## src/rtl/mw_eeprom_pkg.sv

```systemverilog
package mw_eeprom_pkg;

  // Primitive steps the sequencer hands to the pin engine.
  typedef enum logic [2:0] {
    OP_SETUP,
    OP_SHIFT_OUT,
    OP_SHIFT_IN,
    OP_STANDBY,
    OP_POLL,
    OP_CLEANUP
  } mw_op_e;

  // Pin engine phases; every phase holds its pin levels for one delay.
  typedef enum logic [3:0] {
    ES_IDLE,
    ES_SETUP_LOW,
    ES_SETUP_CS,
    ES_BIT_SET,
    ES_BIT_HIGH,
    ES_BIT_LOW,
    ES_IN_HIGH,
    ES_IN_LOW,
    ES_SB_DESEL,
    ES_SB_CLKHI,
    ES_SB_SEL,
    ES_SB_CLKLO,
    ES_POLL,
    ES_CL_DROP,
    ES_CL_HIGH,
    ES_CL_LOW
  } mw_eng_state_e;

  typedef enum logic [1:0] {
    SQ_IDLE,
    SQ_ISSUE,
    SQ_WAIT
  } mw_seq_state_e;

  // Opcodes carry their leading start bit.
  localparam logic [2:0] OPC_READ  = 3'b110;
  localparam logic [2:0] OPC_WRITE = 3'b101;
  localparam logic [4:0] OPC_WREN  = 5'b10011;
  localparam logic [4:0] OPC_WRDIS = 5'b10000;

endpackage

```

## src/rtl/mw_phase_timer.sv

```systemverilog
module mw_phase_timer #(
  parameter int PHASE_CYC = 2500
) (
  input  logic clk,
  input  logic rst,
  input  logic load,
  output logic expired
);
  localparam int CW = $clog2(PHASE_CYC + 1);

  logic [CW-1:0] cnt;

  always_ff @(posedge clk) begin
    if (rst) begin
      cnt <= '0;
    end else if (load) begin
      cnt <= CW'(PHASE_CYC - 1);
    end else if (cnt != '0) begin
      cnt <= cnt - 1'b1;
    end
  end

  assign expired = (cnt == '0);

endmodule

```

## src/rtl/mw_pin_engine.sv

```systemverilog
module mw_pin_engine
  import mw_eeprom_pkg::*;
#(
  parameter int ADDR_W    = 6,
  parameter int DATA_W    = 16,
  parameter int PHASE_CYC = 2500,
  parameter int POLL_MAX  = 200,
  localparam int FRAME_W  = 3 + ADDR_W + DATA_W,
  localparam int LEN_W    = $clog2(FRAME_W + 1)
) (
  input  logic               clk,
  input  logic               rst,
  input  logic               go,
  input  mw_op_e             op,
  input  logic [LEN_W-1:0]   len,
  input  logic [FRAME_W-1:0] frame,
  input  logic               ee_do,
  output logic               ee_cs,
  output logic               ee_sk,
  output logic               ee_di,
  output logic               fin,
  output logic [DATA_W-1:0]  rdata,
  output logic               poll_ok
);
  localparam int POLL_W = $clog2(POLL_MAX + 1);
  localparam int ICNT_W = $clog2(DATA_W + 1);

  mw_eng_state_e      state;
  logic [FRAME_W-1:0] sreg;
  logic [LEN_W-1:0]   left;
  logic [ICNT_W-1:0]  in_cnt;
  logic [POLL_W-1:0]  pcnt;
  logic               expired;
  logic               adv;

  // A new phase starts on a go from idle or when the current delay runs out.
  assign adv = (state == ES_IDLE) ? go : expired;

  mw_phase_timer #(.PHASE_CYC(PHASE_CYC)) timer_i (
    .clk     (clk),
    .rst     (rst),
    .load    (adv),
    .expired (expired)
  );

  always_ff @(posedge clk) begin
    if (rst) begin
      state   <= ES_IDLE;
      ee_cs   <= 1'b0;
      ee_sk   <= 1'b0;
      ee_di   <= 1'b0;
      fin     <= 1'b0;
      sreg    <= '0;
      left    <= '0;
      in_cnt  <= '0;
      pcnt    <= '0;
      rdata   <= '0;
      poll_ok <= 1'b0;
    end else begin
      fin <= 1'b0;
      if (adv) begin
        unique case (state)
          ES_IDLE: begin
            unique case (op)
              OP_SETUP: begin
                ee_sk <= 1'b0;
                ee_di <= 1'b0;
                state <= ES_SETUP_LOW;
              end
              OP_SHIFT_OUT: begin
                sreg  <= frame;
                left  <= len;
                ee_di <= frame[FRAME_W-1];
                state <= ES_BIT_SET;
              end
              OP_SHIFT_IN: begin
                in_cnt <= '0;
                ee_di  <= 1'b0;
                ee_sk  <= 1'b1;
                state  <= ES_IN_HIGH;
              end
              OP_STANDBY: begin
                ee_cs <= 1'b0;
                ee_sk <= 1'b0;
                state <= ES_SB_DESEL;
              end
              OP_POLL: begin
                pcnt  <= '0;
                state <= ES_POLL;
              end
              default: begin
                ee_cs <= 1'b0;
                ee_di <= 1'b0;
                state <= ES_CL_DROP;
              end
            endcase
          end
          ES_SETUP_LOW: begin
            ee_cs <= 1'b1;
            state <= ES_SETUP_CS;
          end
          ES_SETUP_CS: begin
            state <= ES_IDLE;
            fin   <= 1'b1;
          end
          ES_BIT_SET: begin
            ee_sk <= 1'b1;
            state <= ES_BIT_HIGH;
          end
          ES_BIT_HIGH: begin
            ee_sk <= 1'b0;
            state <= ES_BIT_LOW;
          end
          ES_BIT_LOW: begin
            if (left == LEN_W'(1)) begin
              ee_di <= 1'b0;
              state <= ES_IDLE;
              fin   <= 1'b1;
            end else begin
              sreg  <= sreg << 1;
              left  <= left - 1'b1;
              ee_di <= sreg[FRAME_W-2];
              state <= ES_BIT_SET;
            end
          end
          ES_IN_HIGH: begin
            rdata <= {rdata[DATA_W-2:0], ee_do};
            ee_sk <= 1'b0;
            state <= ES_IN_LOW;
          end
          ES_IN_LOW: begin
            if (in_cnt == ICNT_W'(DATA_W - 1)) begin
              state <= ES_IDLE;
              fin   <= 1'b1;
            end else begin
              in_cnt <= in_cnt + 1'b1;
              ee_sk  <= 1'b1;
              state  <= ES_IN_HIGH;
            end
          end
          ES_SB_DESEL: begin
            ee_sk <= 1'b1;
            state <= ES_SB_CLKHI;
          end
          ES_SB_CLKHI: begin
            ee_cs <= 1'b1;
            state <= ES_SB_SEL;
          end
          ES_SB_SEL: begin
            ee_sk <= 1'b0;
            state <= ES_SB_CLKLO;
          end
          ES_SB_CLKLO: begin
            state <= ES_IDLE;
            fin   <= 1'b1;
          end
          ES_POLL: begin
            if (ee_do) begin
              poll_ok <= 1'b1;
              state   <= ES_IDLE;
              fin     <= 1'b1;
            end else if (pcnt == POLL_W'(POLL_MAX - 1)) begin
              poll_ok <= 1'b0;
              state   <= ES_IDLE;
              fin     <= 1'b1;
            end else begin
              pcnt <= pcnt + 1'b1;
            end
          end
          ES_CL_DROP: begin
            ee_sk <= 1'b1;
            state <= ES_CL_HIGH;
          end
          ES_CL_HIGH: begin
            ee_sk <= 1'b0;
            state <= ES_CL_LOW;
          end
          default: begin
            state <= ES_IDLE;
            fin   <= 1'b1;
          end
        endcase
      end
    end
  end

endmodule

```

## src/rtl/mw_cmd_seq.sv

```systemverilog
module mw_cmd_seq
  import mw_eeprom_pkg::*;
#(
  parameter int ADDR_W   = 6,
  parameter int DATA_W   = 16,
  localparam int FRAME_W = 3 + ADDR_W + DATA_W,
  localparam int HDR_W   = 3 + ADDR_W,
  localparam int LEN_W   = $clog2(FRAME_W + 1)
) (
  input  logic               clk,
  input  logic               rst,
  input  logic               req_valid,
  output logic               req_ready,
  input  logic               req_write,
  input  logic [ADDR_W-1:0]  req_addr,
  input  logic [DATA_W-1:0]  req_wdata,
  output logic               eng_go,
  output mw_op_e             eng_op,
  output logic [LEN_W-1:0]   eng_len,
  output logic [FRAME_W-1:0] eng_frame,
  input  logic               eng_fin,
  input  logic [DATA_W-1:0]  eng_rdata,
  input  logic               eng_poll_ok,
  output logic               rsp_done,
  output logic [DATA_W-1:0]  rsp_rdata,
  output logic               rsp_timeout
);
  localparam int STEP_W = 4;

  mw_seq_state_e      state;
  logic [STEP_W-1:0]  step;
  logic               wr_q;
  logic [ADDR_W-1:0]  addr_q;
  logic [DATA_W-1:0]  data_q;
  logic               last_step;

  // Step table: the read and the write each walk an ordered list of primitives.
  always_comb begin
    eng_op    = OP_SETUP;
    eng_len   = LEN_W'(HDR_W);
    eng_frame = '0;
    last_step = 1'b0;
    if (!wr_q) begin
      unique case (step)
        4'd0: eng_op = OP_SETUP;
        4'd1: begin
          eng_op    = OP_SHIFT_OUT;
          eng_frame = {OPC_READ, addr_q, {DATA_W{1'b0}}};
        end
        4'd2: eng_op = OP_SHIFT_IN;
        default: begin
          eng_op    = OP_STANDBY;
          last_step = 1'b1;
        end
      endcase
    end else begin
      unique case (step)
        4'd0: eng_op = OP_SETUP;
        4'd1: begin
          eng_op    = OP_SHIFT_OUT;
          eng_frame = {OPC_WREN, {(FRAME_W-5){1'b0}}};
        end
        4'd2, 4'd4, 4'd6: eng_op = OP_STANDBY;
        4'd3: begin
          eng_op    = OP_SHIFT_OUT;
          eng_len   = LEN_W'(FRAME_W);
          eng_frame = {OPC_WRITE, addr_q, data_q};
        end
        4'd5: eng_op = OP_POLL;
        4'd7: begin
          eng_op    = OP_SHIFT_OUT;
          eng_frame = {OPC_WRDIS, {(FRAME_W-5){1'b0}}};
        end
        default: begin
          eng_op    = OP_CLEANUP;
          last_step = 1'b1;
        end
      endcase
    end
  end

  assign req_ready = (state == SQ_IDLE);
  assign eng_go    = (state == SQ_ISSUE);

  always_ff @(posedge clk) begin
    if (rst) begin
      state       <= SQ_IDLE;
      step        <= '0;
      wr_q        <= 1'b0;
      addr_q      <= '0;
      data_q      <= '0;
      rsp_done    <= 1'b0;
      rsp_rdata   <= '0;
      rsp_timeout <= 1'b0;
    end else begin
      rsp_done <= 1'b0;
      unique case (state)
        SQ_IDLE: begin
          if (req_valid) begin
            wr_q        <= req_write;
            addr_q      <= req_addr;
            data_q      <= req_wdata;
            step        <= '0;
            rsp_timeout <= 1'b0;
            state       <= SQ_ISSUE;
          end
        end
        SQ_ISSUE: state <= SQ_WAIT;
        default: begin
          if (eng_fin) begin
            if (eng_op == OP_POLL && !eng_poll_ok) begin
              rsp_timeout <= 1'b1;
            end
            if (last_step) begin
              if (!wr_q) begin
                rsp_rdata <= eng_rdata;
              end
              rsp_done <= 1'b1;
              state    <= SQ_IDLE;
            end else begin
              step  <= step + 1'b1;
              state <= SQ_ISSUE;
            end
          end
        end
      endcase
    end
  end

endmodule

```

## src/rtl/mw_eeprom_ctrl.sv

```systemverilog
module mw_eeprom_ctrl
  import mw_eeprom_pkg::*;
#(
  parameter int ADDR_W    = 6,
  parameter int DATA_W    = 16,
  parameter int PHASE_CYC = 2500,
  parameter int POLL_MAX  = 200
) (
  input  logic              clk,
  input  logic              rst,
  input  logic              req_valid,
  output logic              req_ready,
  input  logic              req_write,
  input  logic [ADDR_W-1:0] req_addr,
  input  logic [DATA_W-1:0] req_wdata,
  output logic              rsp_done,
  output logic [DATA_W-1:0] rsp_rdata,
  output logic              rsp_timeout,
  output logic              ee_cs,
  output logic              ee_sk,
  output logic              ee_di,
  input  logic              ee_do
);
  localparam int FRAME_W = 3 + ADDR_W + DATA_W;
  localparam int LEN_W   = $clog2(FRAME_W + 1);

  logic               eng_go;
  mw_op_e             eng_op;
  logic [LEN_W-1:0]   eng_len;
  logic [FRAME_W-1:0] eng_frame;
  logic               eng_fin;
  logic [DATA_W-1:0]  eng_rdata;
  logic               eng_poll_ok;

  mw_cmd_seq #(.ADDR_W(ADDR_W), .DATA_W(DATA_W)) seq_i (
    .clk         (clk),
    .rst         (rst),
    .req_valid   (req_valid),
    .req_ready   (req_ready),
    .req_write   (req_write),
    .req_addr    (req_addr),
    .req_wdata   (req_wdata),
    .eng_go      (eng_go),
    .eng_op      (eng_op),
    .eng_len     (eng_len),
    .eng_frame   (eng_frame),
    .eng_fin     (eng_fin),
    .eng_rdata   (eng_rdata),
    .eng_poll_ok (eng_poll_ok),
    .rsp_done    (rsp_done),
    .rsp_rdata   (rsp_rdata),
    .rsp_timeout (rsp_timeout)
  );

  mw_pin_engine #(
    .ADDR_W(ADDR_W), .DATA_W(DATA_W), .PHASE_CYC(PHASE_CYC), .POLL_MAX(POLL_MAX)
  ) eng_i (
    .clk     (clk),
    .rst     (rst),
    .go      (eng_go),
    .op      (eng_op),
    .len     (eng_len),
    .frame   (eng_frame),
    .ee_do   (ee_do),
    .ee_cs   (ee_cs),
    .ee_sk   (ee_sk),
    .ee_di   (ee_di),
    .fin     (eng_fin),
    .rdata   (eng_rdata),
    .poll_ok (eng_poll_ok)
  );

endmodule

```

## config.mk

```make
export PLATFORM = sky130hd
export DESIGN_NAME = mw_eeprom_ctrl
export DESIGN_NICKNAME = d
export VERILOG_FILES = /design/src/rtl/mw_eeprom_pkg.sv /design/src/rtl/mw_phase_timer.sv /design/src/rtl/mw_pin_engine.sv /design/src/rtl/mw_cmd_seq.sv /design/src/rtl/mw_eeprom_ctrl.sv
export SDC_FILE = /design/constraint.sdc
export NUM_CORES = 1
export LEC_CHECK = 0
export BUFFER_PORTS_ARGS = -buffer_cell sky130_fd_sc_hd__buf_2
export CORE_ASPECT_RATIO = 1.5
export CORE_MARGIN = 5
export CORE_UTILIZATION = 30
export DETAILED_ROUTE_END_ITERATION = 16
export SYNTH_ARGS = -nofsm -noshare
export SYNTH_HDL_FRONTEND = slang
export SYNTH_SLANG_ARGS = --single-unit
```

## constraint.sdc

```tcl
create_clock -name clk -period 3.15 [get_ports clk]
set_clock_uncertainty 0.1 [all_clocks]
set_input_delay 0.1575 -clock clk [delete_from_list [all_inputs] [get_ports clk]]
set_output_delay 0.1575 -clock clk [all_outputs]
set_load 0.02 [all_outputs]
```

==> results.py <==
metrics = {
    "logic_synthesis": {
        "yosysSeqAreaShare": 0.422,
        "syn-num-nets": 798,
        "syn_inst": 760,
        "synth_edf_count": 0,
        "synth_top_flop_cell": "dfxtp_1",
        "synth_warnings": 0,
        "mappedNetlistArea_mm2": 0.00598,
        "yosys_register_bits": 126,
        "avgSynthCellArea_um2": 7.87,
        "async_flop_share": 0,
        "synth_cell_types": 65,
    },
    "sta": {
        "rsz0062_at_grt": "no",
        "timing.slew.headroom": 0.394,
        "min_period_ps": 2880,
        "tightest_slew_ps": 907,
        "max_freq_mhz": 347,
        "setup_total_negative_slack_ps": 0,
        "slew_violations": 0,
        "finalSetupViolations": 0,
        "finalHoldViolCount": 0,
        "fin_crit_sh": 0.915,
    },
    "floorplan": {
        "core_mm2": 0.0197,
        "die_area_mm2": 0.0229,
        "rows": 63,
        "die_h_um": 183,
        "initial_core_util": 0.303,
        "die_x_um": 125,
        "boundaryPins": 49,
    },
    "finish": {
        "multi_input_area_mm2": 0.00317,
        "area_delta_synth_final_pct": 22.6,
        "num_antenna_cells": 0,
        "fillers": 2101,
        "ff_latch_area_mm2": 0.00252,
        "final_layout_size_suffix_gt1_frac": 0.147,
        "nets": 861,
    },
    "global_routing": {
        "antenna_found_initial": 0,
        "grt_pass1_vias": 5374,
        "grt.total_usage": 0.133,
        "grt_start_max_net_pins": 70,
        "grt_pass1_wl_um": 25800,
        "grt_overflow": 0,
    },
    "flow_run": {
        "drv_cap": 0,
    },
    "hold_path": {
        "hold_class": "input port to flop",
    },
    "clock_network": {
        "cts_buffers": 17,
        "cts_tree": "built",
        "htree_levels": 4,
        "numClockSinks": 126,
        "cts_max_path_buffers": 2,
        "cts_repair_resize_count": 0,
        "path_clk_slew_ps": 60,
        "cts-root-buf": "clkbuf_16",
        "clk_latency_ps": 420,
    },
    "critical_path": {
        "critPathRequiredTime_ps": 3360,
        "critical_path_class": "flop to flop",
        "path_max_fanout": 9,
        "end_kind": "flop",
        "arrival_ps": 3090,
        "critPathLaunchType": "flop",
    },
    "power": {
        "cellLeakagePower_nw": 2.55,
        "pwr_density_cell_mw_per_mm2": 625,
        "vdd_ir_drop_max_mv": 0.314,
        "p_total_mw": 4.58,
    },
    "place": {
        "io_buffer_count": 48,
        "gp_congestion": 0.855,
        "dp_hpwl_um": 10200,
    },
    "drt": {
        "drc_errors": 0,
        "wirelength_um": 15300,
        "vias_per_cell": 5.12,
        "vias": 5607,
        "dr.pass1.iters": 4,
        "ant_nets": 0,
        "wl_per_cell_um": 14.0,
        "drt_iter0_drc": 262,
    },
    "outcome": {
        "status": "finished clean",
    },
}
==> synthesized netlist by cell type (2+ instances only) <==
| cell | number | share of area |
|---|---|---|
| nand2_1 | 138 | 0.087 |
| dfxtp_1 | 126 | 0.42 |
| a21oi_1 | 114 | 0.095 |
| clkbuf_1 | 44 | 0.028 |
| o21ai_0 | 43 | 0.036 |
| nor2_1 | 41 | 0.026 |
| nand3_1 | 37 | 0.031 |
| a311oi_1 | 22 | 0.032 |
| nor3_1 | 18 | 0.015 |
| inv_1 | 13 | 0.0082 |
| ha_1 | 11 | 0.023 |
| a211oi_1 | 10 | 0.013 |
| nand2b_1 | 9 | 0.0094 |
| xnor2_1 | 9 | 0.013 |
| buf_2 | 7 | 0.0059 |
| a31oi_1 | 6 | 0.0063 |
| and2_1 | 6 | 0.0063 |
| and3_1 | 6 | 0.0063 |
| xor2_1 | 6 | 0.0088 |
| mux2i_1 | 5 | 0.0084 |
| nand4_1 | 5 | 0.0052 |
| nor4_1 | 5 | 0.0052 |
| o211ai_1 | 5 | 0.0063 |
| o21a_1 | 5 | 0.0063 |
| o22ai_1 | 5 | 0.0052 |
| or3_1 | 5 | 0.0052 |
| nand3b_1 | 4 | 0.0050 |
| nor4b_1 | 4 | 0.0059 |
| buf_6 | 3 | 0.0057 |
| o31a_1 | 3 | 0.0044 |
| or4_1 | 3 | 0.0038 |
| a22oi_1 | 2 | 0.0025 |
| buf_4 | 2 | 0.0025 |
| nor3b_1 | 2 | 0.0025 |
| o21ai_1 | 2 | 0.0017 |
| o311a_1 | 2 | 0.0033 |
| o31ai_1 | 2 | 0.0025 |
| or2_2 | 2 | 0.0021 |
| or3b_1 | 2 | 0.0029 |
==> path summary, 6_finish.rpt <==
path / start / end / slack, ps / cells after the start
setup / recovery: seq_i.step[0]$_SDFFE_PP0P_ / eng_i.pcnt[7]$_SDFFE_PP0P_ / 270 / 8
hold / removal: rst / eng_i.in_cnt[4]$_SDFFE_PP0P_ / 170 / 2
setup reg to reg: seq_i.step[0]$_SDFFE_PP0P_ / eng_i.pcnt[7]$_SDFFE_PP0P_ / 270 / 8
hold reg to reg: eng_i.rdata[15]$_SDFFE_PP0P_ / seq_i.rsp_rdata[15]$_SDFFE_PP0P_ / 350 / 2
==> placed cells by master (no fill, tap or decap), types with 6 or more instances in the layout <==
cell type / n
buf_2: 47
ha_1: 11
o21ai_0: 43
clkbuf_16: 17
xor2_1: 6
and2_1: 6
xnor2_1: 9
a31oi_1: 6
inv_6: 6
inv_1: 13
a211oi_1: 10
a21oi_1: 113
a311oi_1: 22
nor2_1: 41
nand2b_1: 9
dfxtp_1: 126
and3_1: 6
buf_4: 29
dlygate4sd3_1: 24
nor3_1: 18
nand3_1: 37
nand2_1: 138
==> worst max-delay path, cell delays in order (launching register included) <==
cell and delay [ps]:
dfxtp_1 350, inv_1 110, ha_1 280, or3b_1 380
a2111o_1 480, a221o_1 500, a2111oi_4 350, xnor2_1 180
nor2_2 40
==> cell type report <==
type                            count  share of cell area
Multi-Input combinational cell    564               0.432
Sequential cell                   126               0.344
Timing Repair Buffer              100              0.0946
Clock buffer                       17              0.0581
Tap cell                          260              0.0444
Clock inverter                     15              0.0193
Inverter                           14             0.00717
==> metal layers <==
metal  GRT usage  up-vias  wire, um
met5           0        -         0
met4      0.0551        0       384
met3      0.0265       26       495
met2       0.237      106      7750
met1       0.157     2630      6670
li1            -     2845         -
==> stage by stage <==
| stage | worst slack (ps) | utilization | std cells | hold slack, ps | cell area, um^2 |
|---|---|---|---|---|---|
| 3_3_place_gp | 348 | 0.330 | 1037 | 301 | 6500 |
| 6_report | 268 | 0.372 | 1096 | 170 | 7330 |
| 3_5_place_dp | 253 | 0.330 | 1037 | 304 | 6500 |
| 4_1_cts | 184 | 0.371 | 1093 | 173 | 7310 |
| 2_1_floorplan | 445 | - | 760 | 193 | 5980 |
| 5_1_grt | 50.4 | 0.372 | 1096 | 207 | 7330 |
==> flip-flops by register name, indices dropped and copies added (netlist names), 2 cells and up <==
name and count:
eng_i.in_cnt 5, seq_i.rsp_rdata 16, eng_i.pcnt 8, seq_i.data_q 16, eng_i.rdata 16, eng_i.state 4, seq_i.state 2, eng_i.sreg 24
seq_i.step 4, seq_i.addr_q 6, eng_i.left 5, eng_i.timer_i.cnt 12
==> power breakdown <==
part	leakage (nW)	total [mW]	switching, mW	internal (mW)
registers	1.02	1.81	0.0993	1.71
logic	1.25	0.882	0.515	0.367
clock network	0.275	1.89	0.838	1.05
total	2.55	4.58	1.45	3.13
==> cells by family after synthesis <==
| kind of cell | after synthesis | share of synthesized area |
|---|---|---|
| DFF | 126 | 0.422 |
| AOI/OAI and AO/OA | 237 | 0.242 |
| adders and majority gates | 11 | 0.0230 |
| xor gates and xnor gates | 15 | 0.0220 |
| buffers and inverters | 70 | 0.0504 |
| and+or+nand+nor | 295 | 0.230 |
| muxes | 6 | 0.0103 |
==> repair_timing <==
action	4_1_cts	5_1_grt
setup buffers	0	3
hold buffers	24	0
setup endpoints to repair	0	16
hold endpoints to repair	25	0
Power figures use the tool's default switching activity.
